<file path="config.mk">
export PLATFORM = sky130hd
export DESIGN_NAME = snoop_router
export DESIGN_NICKNAME = d
export VERILOG_FILES = /design/src/rtl/snoop_router_pkg.sv /design/src/rtl/snoop_fork.sv /design/src/rtl/snoop_track.sv /design/src/rtl/snoop_mode_ctrl.sv /design/src/rtl/snoop_router.sv
export SDC_FILE = /design/constraint.sdc
export NUM_CORES = 1
export LEC_CHECK = 0
export BUFFER_PORTS_ARGS = -buffer_cell sky130_fd_sc_hd__buf_2
export CAP_MARGIN = 40
export CORE_AREA = 3 3 70 72
export DETAILED_ROUTE_END_ITERATION = 16
export DIE_AREA = 0 0 73 75
export PLACE_DENSITY = 0.92
export SLEW_MARGIN = 10
export SYNTH_ARGS = -nofsm -noshare
export SYNTH_HDL_FRONTEND = slang
export SYNTH_SLANG_ARGS = --single-unit
</file>
<file path="constraint.sdc">
create_clock -name clk -period 6.27 [get_ports clk]
set_input_delay 0.3135 -clock clk [delete_from_list [all_inputs] [get_ports clk]]
set_output_delay 0.3135 -clock clk [all_outputs]
set_load 0.01 [all_outputs]
</file>
<file path="src/rtl/snoop_router_pkg.sv">
// Package: shared mode encoding for the snoop stream router.
// Assumes: two-bit mode field written by the channel configuration.
package snoop_router_pkg;

    typedef enum logic [1:0] {
        SNOOP_NONE = 2'b00,
        SNOOP_IN   = 2'b01,
        SNOOP_OUT  = 2'b10,
        SNOOP_RSVD = 2'b11
    } snoop_mode_e;

endpackage

</file>
<file path="src/rtl/snoop_fork.sv">
// Module: snoop_fork
// Copies one valid/ready stream to a main consumer A and, when tap_en is
// high, also to a tap consumer B. A word moves only when every enabled
// consumer is ready, so both see it in the same cycle. hold stalls all.
// Assumes: consumer ready signals do not depend combinationally on valid.
module snoop_fork #(
    parameter int DATA_W = 32
) (
    input  logic              clk,
    input  logic              rst_n,
    input  logic              tap_en,
    input  logic              hold,
    input  logic              s_valid,
    input  logic [DATA_W-1:0] s_data,
    input  logic              s_last,
    output logic              s_ready,
    output logic              a_valid,
    output logic [DATA_W-1:0] a_data,
    output logic              a_last,
    input  logic              a_ready,
    output logic              b_valid,
    output logic [DATA_W-1:0] b_data,
    output logic              b_last,
    input  logic              b_ready
);

    logic b_ok;

    // Purpose: the tap only gates progress when it is enabled.
    always_comb b_ok = b_ready || !tap_en;

    // Purpose: cross-gate the valids so a single source word moves to all consumers together.
    always_comb begin
        s_ready = !hold && a_ready && b_ok;
        a_valid = s_valid && !hold && b_ok;
        b_valid = s_valid && !hold && tap_en && a_ready;
        a_data  = s_data;
        a_last  = s_last;
        b_data  = s_data;
        b_last  = s_last;
    end

    // A source transfer always means the main consumer took the word.
    assert_src_hits_main_R4: assert property (@(posedge clk) disable iff (!rst_n)
        (s_valid && s_ready) |-> (a_valid && a_ready));

    // With the tap on, the tap consumer takes the same word in the same cycle.
    assert_src_hits_tap_R6: assert property (@(posedge clk) disable iff (!rst_n)
        (tap_en && s_valid && s_ready) |-> (b_valid && b_ready));

endmodule

</file>
<file path="src/rtl/snoop_track.sv">
// Module: snoop_track
// Tracks whether a packet is in flight: an input packet is open, an output
// packet is open, or input packets have ended whose output has not.
// Assumes: the primary unit never closes an output packet before its input.
module snoop_track #(
    parameter int PEND_W = 4
) (
    input  logic clk,
    input  logic rst_n,
    input  logic in_fire,
    input  logic in_last,
    input  logic out_fire,
    input  logic out_last,
    output logic idle
);

    localparam logic [PEND_W-1:0] PEND_MAX = {PEND_W{1'b1}};

    logic              in_open_q;
    logic              out_open_q;
    logic [PEND_W-1:0] pend_q;
    logic              pend_inc;
    logic              pend_dec;

    // Purpose: decode packet-closing transfers on each side.
    always_comb begin
        pend_inc = in_fire && in_last;
        pend_dec = out_fire && out_last;
    end

    // Purpose: update the open-packet flags and the pending packet count.
    always_ff @(posedge clk) begin
        if (!rst_n) begin
            in_open_q  <= 1'b0;
            out_open_q <= 1'b0;
            pend_q     <= '0;
        end else begin
            if (in_fire)  in_open_q  <= !in_last;
            if (out_fire) out_open_q <= !out_last;
            case ({pend_inc, pend_dec})
                2'b10:   pend_q <= pend_q + 1'b1;
                2'b01:   pend_q <= pend_q - 1'b1;
                default: pend_q <= pend_q;
            endcase
        end
    end

    // Purpose: idle only when no packet is open and none is pending.
    always_comb idle = !in_open_q && !out_open_q && (pend_q == '0);

    // The pending count never wraps upward.
    assert_no_overflow_R10: assert property (@(posedge clk) disable iff (!rst_n)
        !(pend_q == PEND_MAX && pend_inc && !pend_dec));

    // The pending count never wraps downward.
    assert_no_underflow_R10: assert property (@(posedge clk) disable iff (!rst_n)
        !(pend_q == '0 && pend_dec && !pend_inc));

endmodule

</file>
<file path="src/rtl/snoop_mode_ctrl.sv">
// Module: snoop_mode_ctrl
// Holds the routing mode. A write is taken only while idle; a write made
// while busy is dropped and sets a sticky error flag.
// Assumes: idle comes from registered tracking state only.
module snoop_mode_ctrl
    import snoop_router_pkg::*;
(
    input  logic        clk,
    input  logic        rst_n,
    input  logic        cfg_valid,
    input  logic [1:0]  cfg_mode,
    input  logic        idle,
    output snoop_mode_e mode_q,
    output logic        err_q
);

    // Purpose: store the mode on an idle write, flag a busy write.
    always_ff @(posedge clk) begin
        if (!rst_n) begin
            mode_q <= SNOOP_NONE;
            err_q  <= 1'b0;
        end else if (cfg_valid) begin
            if (idle) mode_q <= snoop_mode_e'(cfg_mode);
            else      err_q  <= 1'b1;
        end
    end

    // The mode only changes after an idle write.
    assert_mode_change_idle_R8: assert property (@(posedge clk) disable iff (!rst_n)
        (mode_q != $past(mode_q)) |-> $past(cfg_valid && idle));

    // The error flag rises only after a busy write.
    assert_err_cause_R9: assert property (@(posedge clk) disable iff (!rst_n)
        $rose(err_q) |-> $past(cfg_valid && !idle));

    // The error flag is sticky until reset.
    assert_err_sticky_R9: assert property (@(posedge clk) disable iff (!rst_n)
        err_q |=> err_q);

endmodule

</file>
<file path="src/rtl/snoop_router.sv">
// Module: snoop_router (top)
// Routes a channel's stream through a primary cipher unit and lets the
// secondary hash unit tap either the cipher's input or its output.
// Assumes: the units' ready signals do not depend combinationally on valid.
module snoop_router
    import snoop_router_pkg::*;
#(
    parameter int DATA_W = 32,
    parameter int PEND_W = 4
) (
    input  logic              clk,
    input  logic              rst_n,
    input  logic              cfg_valid,
    input  logic [1:0]        cfg_mode,
    output logic [1:0]        cur_mode,
    output logic              cfg_err,
    input  logic              mem_valid,
    input  logic [DATA_W-1:0] mem_data,
    input  logic              mem_last,
    output logic              mem_ready,
    output logic              pin_valid,
    output logic [DATA_W-1:0] pin_data,
    output logic              pin_last,
    input  logic              pin_ready,
    input  logic              pout_valid,
    input  logic [DATA_W-1:0] pout_data,
    input  logic              pout_last,
    output logic              pout_ready,
    output logic              out_valid,
    output logic [DATA_W-1:0] out_data,
    output logic              out_last,
    input  logic              out_ready,
    output logic              sec_valid,
    output logic [DATA_W-1:0] sec_data,
    output logic              sec_last,
    input  logic              sec_ready
);

    snoop_mode_e       mode_q;
    logic              idle;
    logic              tap_in;
    logic              tap_out;
    logic              ib_valid, ob_valid;
    logic [DATA_W-1:0] ib_data, ob_data;
    logic              ib_last, ob_last;

    // Purpose: decode the stored mode; reserved falls back to no tap.
    always_comb begin
        tap_in  = (mode_q == SNOOP_IN);
        tap_out = (mode_q == SNOOP_OUT);
    end

    snoop_mode_ctrl u_ctrl (
        .clk       (clk),
        .rst_n     (rst_n),
        .cfg_valid (cfg_valid),
        .cfg_mode  (cfg_mode),
        .idle      (idle),
        .mode_q    (mode_q),
        .err_q     (cfg_err)
    );

    snoop_track #(.PEND_W(PEND_W)) u_track (
        .clk      (clk),
        .rst_n    (rst_n),
        .in_fire  (mem_valid && mem_ready),
        .in_last  (mem_last),
        .out_fire (pout_valid && pout_ready),
        .out_last (pout_last),
        .idle     (idle)
    );

    // Input side: memory to the primary unit, optional tap to the hash unit.
    snoop_fork #(.DATA_W(DATA_W)) u_in_fork (
        .clk     (clk),
        .rst_n   (rst_n),
        .tap_en  (tap_in),
        .hold    (cfg_valid),
        .s_valid (mem_valid),
        .s_data  (mem_data),
        .s_last  (mem_last),
        .s_ready (mem_ready),
        .a_valid (pin_valid),
        .a_data  (pin_data),
        .a_last  (pin_last),
        .a_ready (pin_ready),
        .b_valid (ib_valid),
        .b_data  (ib_data),
        .b_last  (ib_last),
        .b_ready (sec_ready)
    );

    // Output side: primary unit to the output path, optional tap to the hash unit.
    snoop_fork #(.DATA_W(DATA_W)) u_out_fork (
        .clk     (clk),
        .rst_n   (rst_n),
        .tap_en  (tap_out),
        .hold    (cfg_valid),
        .s_valid (pout_valid),
        .s_data  (pout_data),
        .s_last  (pout_last),
        .s_ready (pout_ready),
        .a_valid (out_valid),
        .a_data  (out_data),
        .a_last  (out_last),
        .a_ready (out_ready),
        .b_valid (ob_valid),
        .b_data  (ob_data),
        .b_last  (ob_last),
        .b_ready (sec_ready)
    );

    // Purpose: select which tap, if any, drives the hash unit's stream.
    always_comb begin
        if (tap_in) begin
            sec_valid = ib_valid;
            sec_data  = ib_data;
            sec_last  = ib_last;
        end else if (tap_out) begin
            sec_valid = ob_valid;
            sec_data  = ob_data;
            sec_last  = ob_last;
        end else begin
            sec_valid = 1'b0;
            sec_data  = '0;
            sec_last  = 1'b0;
        end
    end

    // Purpose: expose the stored mode.
    always_comb cur_mode = mode_q;

    // Without a tap, the hash stream stays quiet.
    assert_no_tap_quiet_R2: assert property (@(posedge clk) disable iff (!rst_n)
        (!tap_in && !tap_out) |-> !sec_valid);

    // Input tap: a memory transfer coincides with a hash transfer of the same end flag.
    assert_in_tap_pair_R4: assert property (@(posedge clk) disable iff (!rst_n)
        (tap_in && mem_valid && mem_ready) |-> (sec_valid && sec_ready && sec_last == mem_last));

    // Output tap: an output transfer coincides with output-path and hash transfers.
    assert_out_tap_pair_R6: assert property (@(posedge clk) disable iff (!rst_n)
        (tap_out && pout_valid && pout_ready) |-> (out_valid && out_ready && sec_valid && sec_ready));

    // A mode write cycle stalls every stream.
    assert_cfg_stall_R11: assert property (@(posedge clk) disable iff (!rst_n)
        cfg_valid |-> (!mem_ready && !pout_ready && !sec_valid && !pin_valid && !out_valid));

endmodule

</file>
==> results.yml <==
place:
  place_congestion: 0.842
  hpwl_um: 4590
  dpl_worst_slack_ns: 3.87
  io_buffers: 182
timing:
  tightest_slew_ns: 0.429
  rsz0062_at_grt: "false"
  finalHoldViolCount: 0
  fin_skew_ns: 0.00219
  fin_crit_ns: 2.39
  fin_tns_setup_ns: 0
  relSlewSlack_pct: 71.2
  fmax_ghz: 0.419
  whs_ns: 0.354
  setup_viol: 0
  setup_slack_ns: 3.88
  period_share_pct: 38.1
  finalMaxSlewViolations: 0
drt:
  drc: 0
  num_vias: 1556
  wirelength_um: 5190
  routed_via_density: 4.64
  drt_iter0_drc: 28
  routedWlPerCell_um: 15.5
  final_antenna_net_count: 0
  dr.pass1.iters: 4
cells_and_area:
  nNetsFinal: 364
  drive_gt1_share_pct: 69.3
  diodes: 0
  fillers: 428
  multi_input_area_um2: 682
  layout_commonest_cell: "buf_2"
  syn2layout_area_growth_pct: 35.8
  seqCellArea_um2: 180
  final_util_pct: 43.9
  layout_common_cells: "182 x buf_2, 33 x a22o_1, 9 x dfxtp_1"
yosys:
  synth_top_flop_cell: "dfxtp_1"
  muxShareOfSynthArea_pct: 2.85
  yosysWarnings: 0
  yosys.area_share.simple_pct: 15.9
  synth_compound_area_share_pct: 24.2
  synthDistinctLibCells: 33
  yosysSeqAreaShare_pct: 12.8
  async_reset_ff_share_pct: 0
  syn-num-nets: 249
  synth_adder_area_share_pct: 4.09
  netlist_instances: 169
  synthXorXnorAreaFrac_pct: 1.25
  synth_seq_cells: 9
  syn_area_um2: 1410
  syn_avg_cell_area_um2: 8.32
  synth_top_family_by_area: "buffers and inverters"
  synth_edf_count: 0
clock_network:
  cts_setup_buffers: 0
  cts_root_buffer: "clkbuf_8"
  clock_sinks: 9
  numCtsBuffers: 3
  cts_resized: 0
  cts_tree: "built"
  cts.path.max_buffers: 2
  ctsHoldBuffers: 0
  cts_max_level: 1
  clk_pin_slew_ns: 0.04
  clk_latency_ns: 0.23
worst_setup_path:
  reg2reg_setup_slack_ns: 3.88
  start_kind: "register"
  regToRegEndpoint: "u_track.pend_q[3]"
  worstPathMaxFanout: 6
  cp.arrival_ns: 2.55
  worstPathRequired_ns: 6.44
  critPathKind: "reg2reg"
  cp_num_buf_inv: 0
  crit_family: "simple AND/OR/NAND/NOR gates"
  worstRegToRegCells: 9
  critPathSlowestCell: "or3b_4"
  max_stage_delay_ns: 0.40
  cp-end-kind: "register"
  cp_cell_sequence: "nand2b_2 -> nor2_2 -> or3b_4 -> ha_1 -> ha_1 -> a21o_1 -> a21oi_1 -> mux2i_1 -> mux2i_1"
  worstReg2RegStart: "u_ctrl.mode_q[1]"
floorplan:
  start_util_pct: 32.3
  pin_count: 183
  row_count: 24
  dieArea_um2: 5480
  fp.coreArea_um2: 4350
  die_y_um: 75
  die_width_um: 73
grt:
  grt_pass1_wl_um: 6910
  grt_pass1_vias: 1405
  grt_use_total_pct: 16.2
  grt-ovfl-total: 0
  grt_max_degree: 34
  antenna_found_initial: 0
hold_path:
  min_to: "u_ctrl.mode_q[0]"
  min_from: "cfg_mode[0]"
  min_path_type: "in2reg"
  worstHoldPathCells: 3
power:
  leakagePower_nw: 1.18
  power.total_w: 0.000278
  ir_drop_mv: 0.151
  power-per-cell-area_nw_per_um2: 146
status:
  status: "completed"
run:
  maxCapViolCount: 0
-- worst min-delay path: cells and delay by family --
family | cells | cell delay [ns]
buf+inv | 1 | 0.08
simple gates | 1 | 0.10
mux | 1 | 0.05
-- cell families after synthesis --
| kind of cell | after synthesis |
|---|---|
| flops | 9 |
| simple gates | 32 |
| xor+xnor | 2 |
| compound gates | 41 |
| fa+ha+maj | 4 |
| mux | 4 |
| buf+inv | 77 |
-- area by class of cell --
cell class,count,share of cell area [%]
multi-input cells,83,35.7
flip-flops and latches,9,9.44
repair buffers,184,48.5
well taps,52,3.41
inverters,3,0.590
clock buffers,4,2.36
-- metrics by stage --
step	cells	area, um^2
2_1_floorplan	169	1410
3_3_place_gp	331	1860
3_5_place_dp	331	1860
4_1_cts	335	1910
5_1_grt	335	1910
6_report	335	1910
-- worst max-delay path by stage --
stage,slack (ns),start,endpoint,cells after the start
after CTS,3.88,u_ctrl.mode_q[1],u_track.pend_q[3],9
final,3.88,u_ctrl.mode_q[1],u_track.pend_q[3],9
after floorplan,3.96,u_ctrl.mode_q[1],u_track.pend_q[3],9
after detailed placement,3.87,cfg_valid,u_track.pend_q[3],9
after global placement,3.93,cfg_valid,u_track.pend_q[3],9
after global routing,3.73,u_ctrl.mode_q[1],u_track.pend_q[3],9
-- cells in the mapped netlist, drive strengths merged, types with 2 or more instances --
cell type,count,area share (%)
ha,3,2.7
o21ai,2,0.71
nor2,6,2.0
nor2b,5,2.4
a21oi,2,0.71
inv,3,0.80
nand2,4,1.1
dfxtp,9,13
mux2i,4,2.8
and2,3,1.3
nand3b,2,2.0
nor3b,5,3.0
a22o,33,21
buf,73,38
nand2b,3,1.5
-- state kept, by name, indices dropped and copies added (netlist names) --
register and flops:
u_track.out_open_q 1, u_ctrl.err_q 1, u_track.in_open_q 1, u_track.pend_q 4
u_ctrl.mode_q 2
-- power breakdown --
| part | internal (W) | switching (W) | leakage (nW) |
|---|---|---|---|
| registers | 0.0000606 | 0.00000326 | 0.0734 |
| logic | 0.0000695 | 0.0000778 | 1.09 |
| clock network | 0.0000443 | 0.0000228 | 0.0228 |
-- layer usage --
metal / part of all wire [%] / global-route usage (%) / vias up / routed length [um]
met1: 34 / 18.4 / 709 / 1760
met3: 16 / 10.1 / 5 / 822
li1: - / - / 760 / -
met4: 0.71 / 3.89 / 0 / 37
met2: 50 / 25.8 / 82 / 2570
met5: 0 / 0 / - / 0
Power figures use the tool's default switching activity.
